--- src/rtl/bxf_pkg.sv ---
package bxf_pkg;

    localparam int DW    = 8;
    localparam int NIB   = DW / 2;

    typedef logic [DW-1:0] byte_t;

    // Packed so that field order equals bit order 7..0 of the flag byte.
    typedef struct packed {
        logic s;
        logic z;
        logic y;
        logic h;
        logic x;
        logic p;
        logic n;
        logic c;
    } flag_s;

    typedef enum logic [1:0] {
        OP_MOVE     = 2'b00,
        OP_CMP      = 2'b01,
        OP_MOVE_RPT = 2'b10,
        OP_CMP_RPT  = 2'b11
    } blk_op_e;

    function automatic logic op_is_cmp(input blk_op_e op);
        return op[0];
    endfunction

    function automatic logic op_is_rpt(input blk_op_e op);
        return op[1];
    endfunction

    // Borrow out of the low nibble when subtracting b from a.
    function automatic logic nib_borrow(input byte_t a, input byte_t b);
        return a[NIB-1:0] < b[NIB-1:0];
    endfunction

endpackage

--- src/rtl/bxf_move_unit.sv ---
module bxf_move_unit
    import bxf_pkg::*;
(
    input  byte_t acc,
    input  byte_t mem_byte,
    input  logic  cnt_nz,
    input  flag_s flags_in,
    output flag_s flags_mv
);

    byte_t side_sum;

    always_comb begin
        side_sum   = mem_byte + acc;
        flags_mv   = flags_in;
        flags_mv.h = 1'b0;
        flags_mv.n = 1'b0;
        flags_mv.p = cnt_nz;
        flags_mv.y = side_sum[1];
        flags_mv.x = side_sum[3];
    end

endmodule

--- src/rtl/bxf_cmp_unit.sv ---
module bxf_cmp_unit
    import bxf_pkg::*;
(
    input  byte_t acc,
    input  byte_t mem_byte,
    input  logic  cnt_nz,
    input  flag_s flags_in,
    output flag_s flags_cp
);

    byte_t diff;
    byte_t adj;
    logic  half;

    always_comb begin
        diff       = acc - mem_byte;
        half       = nib_borrow(acc, mem_byte);
        adj        = diff - byte_t'(half);
        flags_cp.s = diff[DW-1];
        flags_cp.z = (diff == '0);
        flags_cp.h = half;
        flags_cp.y = adj[1];
        flags_cp.x = adj[3];
        flags_cp.p = cnt_nz;
        flags_cp.n = 1'b1;
        flags_cp.c = flags_in.c;
    end

endmodule

--- src/rtl/bxf_repeat_unit.sv ---
module bxf_repeat_unit
    import bxf_pkg::*;
(
    input  blk_op_e op,
    input  logic    cnt_nz,
    input  logic    z_new,
    output logic    again
);

    always_comb begin
        unique case (op)
            OP_MOVE_RPT: again = cnt_nz;
            OP_CMP_RPT:  again = cnt_nz & ~z_new;
            default:     again = 1'b0;
        endcase
    end

endmodule

--- src/rtl/blk_xfer_flags.sv ---
module blk_xfer_flags
    import bxf_pkg::*;
(
    input  logic [1:0] mode_op,
    input  logic [7:0] acc,
    input  logic [7:0] mem_byte,
    input  logic       cnt_nz,
    input  logic [7:0] flags_in,
    output logic [7:0] flags_out,
    output logic       repeat_o
);

    blk_op_e op;
    flag_s   f_old;
    flag_s   f_mv;
    flag_s   f_cp;
    flag_s   f_new;

    assign op    = blk_op_e'(mode_op);
    assign f_old = flag_s'(flags_in);

    bxf_move_unit u_move (
        .acc      (acc),
        .mem_byte (mem_byte),
        .cnt_nz   (cnt_nz),
        .flags_in (f_old),
        .flags_mv (f_mv)
    );

    bxf_cmp_unit u_cmp (
        .acc      (acc),
        .mem_byte (mem_byte),
        .cnt_nz   (cnt_nz),
        .flags_in (f_old),
        .flags_cp (f_cp)
    );

    assign f_new     = op_is_cmp(op) ? f_cp : f_mv;
    assign flags_out = f_new;

    bxf_repeat_unit u_rpt (
        .op     (op),
        .cnt_nz (cnt_nz),
        .z_new  (f_new.z),
        .again  (repeat_o)
    );

    // Cross-unit checks on the settled outputs.
    always_comb begin
        a_r1_pv_tracks_count: assert (f_new.p == cnt_nz);
        if (!op_is_cmp(op)) begin
            a_r2_move_keeps_szc: assert (f_new.s == f_old.s && f_new.z == f_old.z
                                         && f_new.c == f_old.c && !f_new.h && !f_new.n);
        end else begin
            a_r5_cmp_n_c: assert (f_new.n && f_new.c == f_old.c);
        end
        if (!op_is_rpt(op)) begin
            a_r9_single_no_repeat: assert (!repeat_o);
        end
        if (op == OP_CMP_RPT && f_new.z) begin
            a_r8_match_stops: assert (!repeat_o);
        end
        if (op == OP_MOVE_RPT) begin
            a_r7_move_repeat: assert (repeat_o == cnt_nz);
        end
        if (!cnt_nz) begin
            a_r7_r8_done_stops: assert (!repeat_o);
        end
    end

endmodule

--- config.mk ---
export PLATFORM = sky130hd
export DESIGN_NAME = blk_xfer_flags
export DESIGN_NICKNAME = d
export VERILOG_FILES = /design/src/rtl/bxf_pkg.sv /design/src/rtl/bxf_move_unit.sv /design/src/rtl/bxf_cmp_unit.sv /design/src/rtl/bxf_repeat_unit.sv /design/src/rtl/blk_xfer_flags.sv
export SDC_FILE = /design/constraint.sdc
export NUM_CORES = 1
export LEC_CHECK = 0
export BUFFER_PORTS_ARGS = -buffer_cell sky130_fd_sc_hd__buf_2
export CAP_MARGIN = 20
export CORE_UTILIZATION = 44
export DETAILED_ROUTE_END_ITERATION = 16
export PLACE_DENSITY = 0.91
export SLEW_MARGIN = 5
export SYNTH_ARGS = -nofsm -noshare
export SYNTH_HDL_FRONTEND = slang
export SYNTH_SLANG_ARGS = --single-unit
--- constraint.sdc ---
create_clock -name vclk -period 2.94
set_input_delay 0.147 -clock vclk [all_inputs]
set_output_delay 0.147 -clock vclk [all_outputs]
set_load 0.005 [all_outputs]
==> Yosys cells after proc, flatten, opt, wreduce, memory -nomap -nowiden <==
Index checks and enable logic that the tools add are counted.
{ "totals": {"in_bits": 27, "regBits": 0, "romBits": 0, "output_inout_bits": 9, "latchBits": 0, "memories": 0, "ram_bits": 0} }
{ "op_classes": {"eq_ne": 2, "bitwise_logic": 2, "n_mul": 0, "n_shift": 0, "add_sub_neg": 3, "muxes": 2, "order_cmp": 1, "n_div": 0, "reduce_logical": 1} }
{ "op_table": {"columns": ["cell", "count"], "rows": [
  ["zero test 8 bit", 1],
  ["2-to-1 mux 8 bit", 1],
  ["subtractor 8 bit", 1],
  ["adder 4 bit", 1],
  ["equality test 2 bit (second input constant)", 2],
  ["less-than comparator 4 bit", 1],
  ["subtractor 4 x 1 -> 4 bit", 1],
  ["one-hot mux 1 bit (2 select lines)", 1],
  ["AND 1 bit", 1],
  ["NOT 1 bit", 1]
]} }

==> Depth between registers and ports, before layout <==
Gate-level depths: netlist of run 1.
{ "depth": {"depth_word": 6, "depth_mapped": 9} }

==> By module <==
Synthesis of run 1 repeated with hierarchy kept, for this count alone.
{ "unflattened": {"hier_cells": 85, "hier_area_um2": 669.4} }
{ "by_module_without_submodules": {"columns": ["mod", "seq_area_each_um2", "cells_each", "area_each_um2", "n_inst"], "rows": [
  ["bxf_cmp_unit", 0.0, 59, 404.1, 1],
  ["blk_xfer_flags", 0.0, 9, 131.4, 1],
  ["bxf_move_unit", 0.0, 15, 121.4, 1],
  ["bxf_repeat_unit", 0.0, 2, 12.5, 1]
]} }

==> Worst setup path after synthesis of run 1 <==
No wires, ideal clock.
{ "synth_path": {"kind": "input port to output port", "start": "in acc[0]", "end": "out flags_out[6]", "required_time_ns": 2.793, "stages": 9, "n_path_buf": 1, "arrival_ns": 1.940, "slack_ns": 0.853, "path_cell_list": "inv_1 ha_1 fa_1 nand2b_1 o2bb2ai_2 mux2i_1 or4_1 o2bb2ai_1 buf_4"} }
{ "synth_via": {"elab_chain_len": 3} }
{ "synth_rtl": {"columns": ["item", "line_no", "text"], "rows": [
  ["start, declared", "blk_xfer_flags.sv:5", "input logic [7:0] acc,"],
  ["subtractor 8 bit", "bxf_cmp_unit.sv:16", "diff = acc - mem_byte;"],
  ["zero test 8 bit", "bxf_cmp_unit.sv:20", "flags_cp.z = (diff == '0);"],
  ["2-to-1 mux 8 bit", "blk_xfer_flags.sv:38", "assign f_new = op_is_cmp(op) ? f_cp : f_mv;"],
  ["end, declared", "blk_xfer_flags.sv:9", "output logic [7:0] flags_out,"]
]} }
Every way passes these cells.

==> Worst setup path after layout of run 1 <==
{ "layout_path": {"start": "in acc[0]", "end": "out repeat_o"} }
{ "layout_via": {"elab_chain_len": 6} }
{ "layout_rtl": {"columns": ["item", "line_no", "text"], "rows": [
  ["subtractor 8 bit", "bxf_cmp_unit.sv:16", null],
  ["zero test 8 bit", "bxf_cmp_unit.sv:20", null],
  ["2-to-1 mux 8 bit", "blk_xfer_flags.sv:38", null],
  ["NOT 1 bit", "bxf_repeat_unit.sv:13", "OP_CMP_RPT: again = cnt_nz & ~z_new;"],
  ["AND 1 bit", "bxf_repeat_unit.sv:13", null],
  ["one-hot mux 1 bit (2 select lines)", "bxf_repeat_unit.sv:11", "unique case (op)"],
  ["end, declared", "blk_xfer_flags.sv:10", "output logic repeat_o"]
]} }
Every way passes these cells.

==> results of run 1 <==
[power by group]
| group | switching, mW | internal (mW) |
|---|---|---|
| Sequential | 0 | 0 |
| Combinational | 0.0675 | 0.0681 |
| Clock | 0 | 0 |
| Total | 0.0675 | 0.0681 |
[cell type report]
| type | count | area (sq um) |
|---|---|---|
| multi-input combinational | 62 | 504 |
| fill | 121 | 448 |
| timing repair buffer | 29 | 145 |
| inverter | 11 | 41.3 |
| tap | 14 | 17.5 |
[worst max-delay path, delay by kind of cell]
family          cells  cell delay, ns
simple gates        2            0.73
mux                 1            0.13
buf+inv             3            0.26
compound gates      2            0.39
fa+ha+maj           2            0.59
[layout by cell type (no fill, tap or decap), types with 2 or more instances in the layout]
cell	netlist	final
xnor2_1	4	4
a21oi_1	7	7
mux2i_1	2	2
nor2_1	4	4
nand3_1	2	2
nand2b_1	6	6
inv_1	11	11
buf_2	0	29
ha_1	11	11
nand2_1	4	4
a211oi_1	2	2
[routing by layer]
metal  up-vias  routed length (microns)
met5         -                        0
met4         0                        0
met3         0                       73
met2        24                      635
met1       279                      505
li1        318                        -
[final timing paths]
path | startpoint | endpoint | slack (ns) | cells past startpoint
setup / recovery | acc[0] | repeat_o | 0.55 | 10
hold / removal | flags_in[0] | flags_out[0] | 0.29 | 0
[cell families after synthesis]
group,after synthesis
and+or+nand+nor,22
AOI/OAI and AO/OA,21
buffers and inverters,15
adders and majority gates,12
xor gates and xnor gates,4
muxes,3
[through the flow]
step	hold slack [ns]	worst slack, ns	total power [mW]	cells	area, sq um
2_1_floorplan	0.345	0.853	0.0960	77	576
3_3_place_gp	0.294	0.587	0.130	116	708
3_5_place_dp	0.294	0.542	0.135	116	708
4_1_cts	0.294	0.537	0.135	116	708
5_1_grt	0.294	0.441	0.150	116	708
6_report	0.294	0.545	0.136	116	708
==> run summary, run 1 <==
For the number of instances in the synthesized netlist, the log shows 77. The worst hold path class was input port to output port. In this run the core area contains 12 standard-cell rows. In this run the worst path has a maximum fanout of 5. After Yosys synthesis, full adders, half adders and majority gates account for 27.4% of the synthesized area. Dividing total power by cell area gives a power density of 192 nW/um^2. The half-perimeter wire length of the detailed placement result was 1.02 mm; the die extent in x was 38.2 microns.

After the first detailed-routing iteration, the DRC count stood at 8. Setup repair after global routing left no endpoint under its margin. Setup violations remaining at the end of the flow were counted as 0. The final period utilization is 81.5%. The run gives 83.0% as the worst max-slew margin expressed relative to the limit. Synthesis instantiated 31 different standard cells from the library.

Before antenna repair, the detailed router went through 4 iterations. After synthesis, the share of cell area in mux cells is 5.43%. At the pin with the least slew margin, the transition time is 0.254 ns. The number of buffers added for setup after CTS is 0, and the cell leakage power is 0.380 nW. The total core area is 1160 sq um, and the remaining routing DRC violations is 0. The layer flagged by global routing as most heavily used is met2. After Yosys synthesis, XOR and XNOR cells account for 6.09% of the synthesized area. Number of gates given a new drive strength after cts: 0.

The die is 38.2 microns tall. The per-instance average area after synthesis came out at 7.47 sq um. In the post-synthesis netlist, the biggest area contributors are ha_1 24%, inv_1 7.2%, nand2b_1 6.5%. For this run, the number of Yosys warnings is 0.

For this design the top-level I/O count stands at 36. In the global route stage, met2 resource usage came out at 37.7%. The first-pass GRT wire length is 1.96 mm. Synthesized net count: 116. Initial standard-cell utilization of the core: 49.8%. The remaining global-route overflow was 0. The tools report the all-layer global routing usage as 17.7%.

By startpoint and endpoint, the worst setup path is classified as input port to output port. The post-synthesis to final-layout area growth is 23.0%. The layout clock buffer count is 0. The die covers 1460 sq um. The number of max-cap violations came out at 0. Data on the critical path is required at its endpoint by 2.79 ns. After clock tree synthesis, the flow added hold-fix buffers numbering 0.

After synthesis the cells add up to 576 sq um. After Yosys synthesis, and, or, nand and nor cells account for 20.2% of the synthesized area. At the worst endpoint, the arrival time is 2.25 ns. For this run, the share of the core covered by cells in the final layout is 61.3%. After detailed routing, the average wire length per cell comes to 10.5 microns. The run gives 0.725 as the routability-driven placement congestion ratio. The worst path in the final design needs a cycle of 2.39 ns, including I/O delays and setup. The tools report the proportion of synthesized chip area in sequential cells as 0%. Of all cell types, the one taking the most synthesized area is ha_1. Static timing analysis puts the maximum clock frequency at 418 MHz. By area, the combinational part of the netlist is dominated by compound AO/OA/AOI/OAI gates. On the worst path, the slowest cell contributes a delay of 0.54 ns.

The critical path goes through buf_2, inv_1, ha_1, fa_1, nand2b_1, o2bb2ai_2, mux2i_1, or4_1, o211a_1, buf_2. The count of buffers from port buffering came out at 29. 0 antenna diodes ended up in the layout. For this block, the routed nets add up to 1.22 mm of wire. Registers take 0 sq um. At the end of the flow, the number of nets in the layout was 143. Global routing used 19.6% of the available met1 tracks. The final sequential cell count came out at 0.

Of the cells placed in the final design, the portion with a size suffix greater than 1 is 34.3%. The cell repeated most along the worst path was buf_2. Final hold violation count: 0.

For the number of vias after detailed routing, the log shows 621. The synthesized design devotes to its leading area cell type 23.9% of total area. The tools report the initial antenna violation count as 0.

For met3 alone, demand over resource in global routing was 0.581%. The endpoint type of the worst setup path was an output port. STA classifies the critical path startpoint as an input port. The maximum VDD drop was 0.0915 mV.

Residual antenna-violating net count after detailed routing: 0. The per-cell via count in the routed design is 5.35, and the count of pins over their slew limit is 0. The pin count of the biggest net entering global routing is 9, and the sum of negative setup slack is 0 ns.

Via count of the first global-routing pass: 524. By count the netlist is led by 11 x ha_1, 11 x inv_1, 7 x a21oi_1. The post-synthesis compound-gate area fraction was 28.5%.

Library cell contributing the largest single delay on the critical path: or4_1. The run finished with clean final reports.
(Power assumes the default switching activity.)
==> inputs of run 2 (changes only) <==
- clock period: 2.94 -> 2.4 ns (I/O delays scaled with it)
==> run summary, run 2 (same netlist as run 1, synthesis figures left out) <==
The final sequential cell count was 0 (unchanged). The run gives 0 (unchanged) as the initial antenna violation count. The final-stage net count is 143 (unchanged).

The part of the power in the clock network came out at 0% (unchanged). The portion of total power attributed to sequential cells is 0% (unchanged). Proportion of layout cells with a drive suffix above 1: 35.3% (+0.98 points).

Post-layout minimum cycle time: 2.32 ns. Setup repair after global routing left no endpoint under its margin. The number of buffers added for setup after CTS was 0 (unchanged). Leaving out fill and tap cells, the most frequent cells in the layout are 29 x buf_2, 11 x inv_1, 11 x ha_1. The total core area is 1160 sq um (unchanged). The run gives 1.80 mm (-8.1%) as the first-pass GRT wire length. The wire length reported by the detailed router is 1.15 mm (-5.0%).

The top cell family by delay on the critical path was simple AND/OR/NAND/NOR gates. The worst setup path is captured at an output port. The maximum VDD drop came out at 0.112 mV (+23%). The all-layer global routing usage was 16.1% (-1.6 points); the worst-path maximum fanout was 5 (unchanged).

For the number of top-level pins, the log shows 36 (unchanged). The worst max-slew margin expressed relative to the limit is 82.3% (-0.71 points), and the remaining global-route overflow is 0 (unchanged). Final design instance area without fill: 716 sq um (+1.1%). The run gives 0 sq um (unchanged) as the area used by sequential logic in the layout.

The cell leakage power is 0.385 nW (+1.2%). The count of buffers from port buffering was 29 (unchanged); the half-perimeter wire length of the detailed placement result was 990 microns (-3.0%). The worst setup path is launched from an input port. Number of max-cap violations: 0 (unchanged). The post-synthesis to final-layout area growth came out at 24.3%. The slew at the pin closest to its max-slew limit was 0.264 ns (+0.0106 ns). The cell count of the worst hold path came out at 0 (unchanged). Walking the worst path, the cells encountered are buf_2, inv_1, ha_1, fa_1, nand2b_4, o2bb2ai_2, mux2i_1, or4_1, o211a_1, buf_2. The power per cell area was 234 nW/um^2 (+22%); the count of final setup violators was 0 (unchanged). The critical path arrival is 2.20 ns (-0.05 ns).

Switching part of the total: 49.2% (-0.60 points). Most frequent standard cell in the layout excluding fill and tap cells: buf_2. The number of optimization iterations in the first detailed-route pass was 4 (unchanged).

For the area after detailed placement, the log shows 708 sq um (unchanged). The type of the worst setup path was input port to output port. The DRC violation total after the first TritonRoute iteration came out at 9 (+1). The fill cell instance count of the final layout came out at 111 (-8.3%). The via count of the first global-routing pass is 493 (-5.9%), and the routability-driven placement congestion ratio is 0.725 (unchanged). The run gives 116 (unchanged) as the number of standard cells in the final layout excluding fillers.

Static timing analysis puts the maximum clock frequency at 430 MHz. The initial standard-cell utilization of the core was 49.8% (unchanged); the biggest cell delay along the critical path was 0.54 ns (about the same). The run finished with clean final reports. The final period utilization was 96.8%; the final hold violation count was 0 (unchanged).

The switching component of the power was 0.0824 mW (+22%); the pin count of the biggest net entering global routing was 9 (unchanged). The per-cell via count in the routed design is 5.25 (-1.9%). For the data required time of the critical path, the log shows 2.28 ns (-0.51 ns). The logic depth of the worst path, buffers included works out to 10 (unchanged). For the tightest hold margin, the log shows 0.240 ns (-0.0540 ns). The height of the chip is 38.2 microns (unchanged).

The proportion of power drawn by combinational gates is 100.0% (about the same), and the routed length per placed instance is 9.95 microns (-5.0%). The die footprint was 1460 sq um (unchanged). The logs give 0 ns (unchanged) for the sum of negative setup slack and 0 (unchanged) for the remaining routing DRC violations. The run gives 0.0852 mW (+25%) as the total internal power. Count of pins over their slew limit: 0 (unchanged). The die extent in x works out to 38.2 microns (unchanged). Counting stages on the worst path, the most repeated cell is buf_2. The run gives 0 (unchanged) as the residual antenna-violating net count after detailed routing. The number of vias after detailed routing was 609 (-1.9%). Critical path buffer and inverter count: 3 (unchanged). Among all stages on the critical path, the largest delay is contributed by or4_1. The tools report the placed cell count as 116 (unchanged). In this run the worst hold path is classified as input port to output port. The logs give 0 (unchanged) for the antenna diode count and 0 (unchanged) for the layout clock buffer count. The total number of placement rows came out at 12 (unchanged).
-- run 2: final timing paths --
check                        from            to  slack [ns]
worst max-delay path       acc[0]      repeat_o        0.08
worst min-delay path  flags_in[0]  flags_out[0]        0.24
-- run 2: per-layer routing --
layer / track usage (%) / part of all wire (%) / routed length, microns
met5: 0 / 0 / 0
met1: 18.5 / 41 / 476
met3: 0.581 / 4.7 / 54
met4: 0 / 0 / 0
met2: 33.5 / 54 / 623
-- run 2: cell type report --
cell class	count	area (sq um)	area share (%)
multi-input cells	62	512	71.5
inverters	11	41.3	5.77
well taps	14	17.5	2.45
repair buffers	29	145	20.3
-- run 2: repair_timing --
item | 4_1_cts | 5_1_grt
resized for setup | 0 | 1
setup endpoints to repair | 0 | 1
hold buffers | 0 | 0
-- run 2: power by group through the flow --
| stage | Clock, mW | Combinational, mW | Sequential (mW) |
|---|---|---|---|
| floorplan | 0 | 0.118 | 0 |
| global placement | 0 | 0.159 | 0 |
| detailed placement | 0 | 0.164 | 0 |
| CTS | 0 | 0.165 | 0 |
| global route | 0 | 0.185 | 0 |
| finish | 0 | 0.168 | 0 |
-- run 2: metrics by stage --
| step | setup slack (ns) | util, % | power (mW) |
|---|---|---|---|
| global route | 0.00168 | 61.9 | 0.185 |
| global placement | 0.101 | 61.3 | 0.159 |
| floorplan | 0.367 | - | 0.118 |
| CTS | 0.0595 | 61.3 | 0.165 |
| detailed placement | 0.0723 | 61.3 | 0.164 |
| finish | 0.0762 | 61.9 | 0.168 |
==> inputs of run 3 (changes only) <==
- CORE_UTILIZATION: 44 -> 33
- PLACE_DENSITY: 0.91 -> 0.73
==> run summary, run 3 (same netlist as run 1, synthesis figures left out) <==
The count of buffers from port buffering is 29 (unchanged). The overall power was 0.172 mW (+2.8%). The tools report the number of max-cap violations as 0 (unchanged). The tightest hold margin was 0.240 ns (-0.0000240 ns). Per-cell via count in the routed design: 4.97 (-5.2%). The count of pins over their slew limit is 0 (unchanged).

The power per cell area works out to 235 nW/um^2 (+0.17%). The initial standard-cell utilization of the core was 36.9% (-13 points). STA classifies the critical path startpoint as an input port.

The cell leakage power was 0.390 nW (+1.3%); the height of the chip was 43.8 microns (+15%). The checks that failed: DRC. The highest clock frequency the design can meet was 437 MHz (+1.6%); the remaining routing DRC violations was 2 (+2). The library cell used most frequently in the layout, excluding fill and tap cells, is buf_2.

The number of top-level pins is 36 (unchanged), and the layout clock buffer count is 0 (unchanged). The wire length reported by the detailed router is 1.17 mm (+1.5%). The final sequential cell count was 0 (unchanged); the final period utilization was 95.3% (-1.6 points).

The number of vias after detailed routing was 587 (-3.6%); the routability-driven placement congestion ratio was 0.830 (+14%). The half-perimeter wire length of the detailed placement result is 1.04 mm (+5.1%). The logs give 2.02 mm (+12%) for the first-pass GRT wire length and 0 (unchanged) for the initial antenna violation count. The proportion of layout cells with a drive suffix above 1 came out at 36.3% (+0.98 points).

The remaining global-route overflow is 0 (unchanged), and the worst max-slew margin expressed relative to the limit is 81.2% (-1.1 points). The library cells used most frequently in the layout, excluding fill and tap cells, are 29 x buf_2, 11 x inv_1, 11 x ha_1. The count of final setup violators is 0 (unchanged).

The run gives 528 sq um (+3.2%) as the multi-input combinational cell area. The worst hold path terminates at flags_out[0]. The tools report the residual antenna-violating net count after detailed routing as 0 (unchanged). The pin count of the biggest net entering global routing is 9 (unchanged).

The run gives 0.0872 mV (-22%) as the maximum VDD drop. The sum of negative setup slack is 0 ns (unchanged). The setup path with the least slack is of type input port to output port. The worst-path maximum fanout was 5 (unchanged); the die footprint was 1910 sq um (+31%). The post-layout minimum cycle time is 2.29 ns (-0.0376 ns).

Relative to the synthesized area, the layout overhead comes to 27.6%. The smallest setup slack after layout is 0.114 ns (+0.0376 ns), and the number of optimization iterations in the first detailed-route pass is 10 (+6). The critical path arrival is 2.17 ns (-0.03 ns). The startpoint identified for the worst hold timing path is flags_in[0]. The all-layer global routing usage is 12.8% (-3.3 points), and the total number of placement rows is 14 (+2). The die extent in x works out to 43.8 microns (+15%).

The data required time of the critical path was 2.28 ns (about the same). The run finished, with violations left. The logs give 1560 sq um (+35%) for the total core area and 0 (unchanged) for the number of buffers added for setup after CTS. For the fill cell instance count of the final layout, the log shows 169 (+52%).

The final-stage net count is 143 (unchanged). The routed length per placed instance was 9.92 microns (-0.25%). The DRC violation total after the first TritonRoute iteration is 9 (unchanged). The via count of the first global-routing pass was 534 (+8.3%); the final hold violation count was 0 (unchanged). The cell count of the worst hold path is 0 (unchanged).

The worst hold path belongs to the class input port to output port. The slew at the pin closest to its max-slew limit came out at 0.282 ns (+0.0178 ns). Setup repair after global routing left no endpoint under its margin.

The endpoint type of the worst setup path is an output port. The tools report the worst slack at placement as 0.0877 ns (+0.0153 ns). The area used by sequential logic in the layout was 0 sq um (unchanged); the antenna diode count was 0 (unchanged).
==> run 3: changes by cell type in the layout (fill, tap and decap cells not counted) <==
| cell | delta |
|---|---|
| or4_4 | +1 |
| or4_1 | -1 |
| o2bb2ai_4 | +1 |
| o2bb2ai_2 | -1 |
==> run 3: worst max path at each step <==
stage	from	to	slack [ns]
CTS	acc[0]	repeat_o	0.07
detailed placement	acc[0]	repeat_o	0.09
global placement	acc[0]	repeat_o	0.09
global route	acc[0]	repeat_o	0.05
floorplan	acc[0]	flags_out[6]	0.37
finish	acc[0]	repeat_o	0.11
==> run 3: power by group <==
group / total (mW) / internal, mW / switching, mW / leakage [nW]
registers: 0 / 0 / 0 / 0
logic: 0.172 / 0.0875 / 0.0847 / 0.390
clock network: 0 / 0 / 0 / 0
==> run 3: layer usage <==
layer | part of all wire [%] | vias to the layer above | global-route usage, %
li1 | - | 318 | -
met3 | 4.6 | 0 | 0.417
met4 | 0 | 0 | 0
met5 | 0 | - | 0
met1 | 43 | 254 | 15.9
met2 | 52 | 15 | 25.4
==> run 3: critical path, cell delays in order <==
cell       delay (ns)
buf_2            0.09
inv_1            0.05
ha_1             0.20
fa_1             0.40
nand2b_4         0.17
o2bb2ai_4        0.16
mux2i_1          0.13
or4_4            0.52
o211a_1          0.21
buf_2            0.12
==> run 3: timing repair <==
| item | in CTS | in global routing |
|---|---|---|
| resized for setup | 0 | 3 |
| hold buffers | 0 | 0 |
| endpoints found under the setup margin | 0 | 1 |
==> run 3: area by class of cell <==
cell class,count,area share [%]
Multi-Input combinational cell,62,71.9
Timing Repair Buffer,29,19.8
Tap cell,16,2.73
Inverter,11,5.62
==> run 3: stage by stage <==
stage | area (sq um) | util, % | cells
final | 734 | 47.1 | 118
after global routing | 734 | 47.1 | 118
after CTS | 711 | 45.6 | 118
after detailed placement | 711 | 45.6 | 118
after global placement | 711 | 45.6 | 118
after floorplan | 576 | - | 77
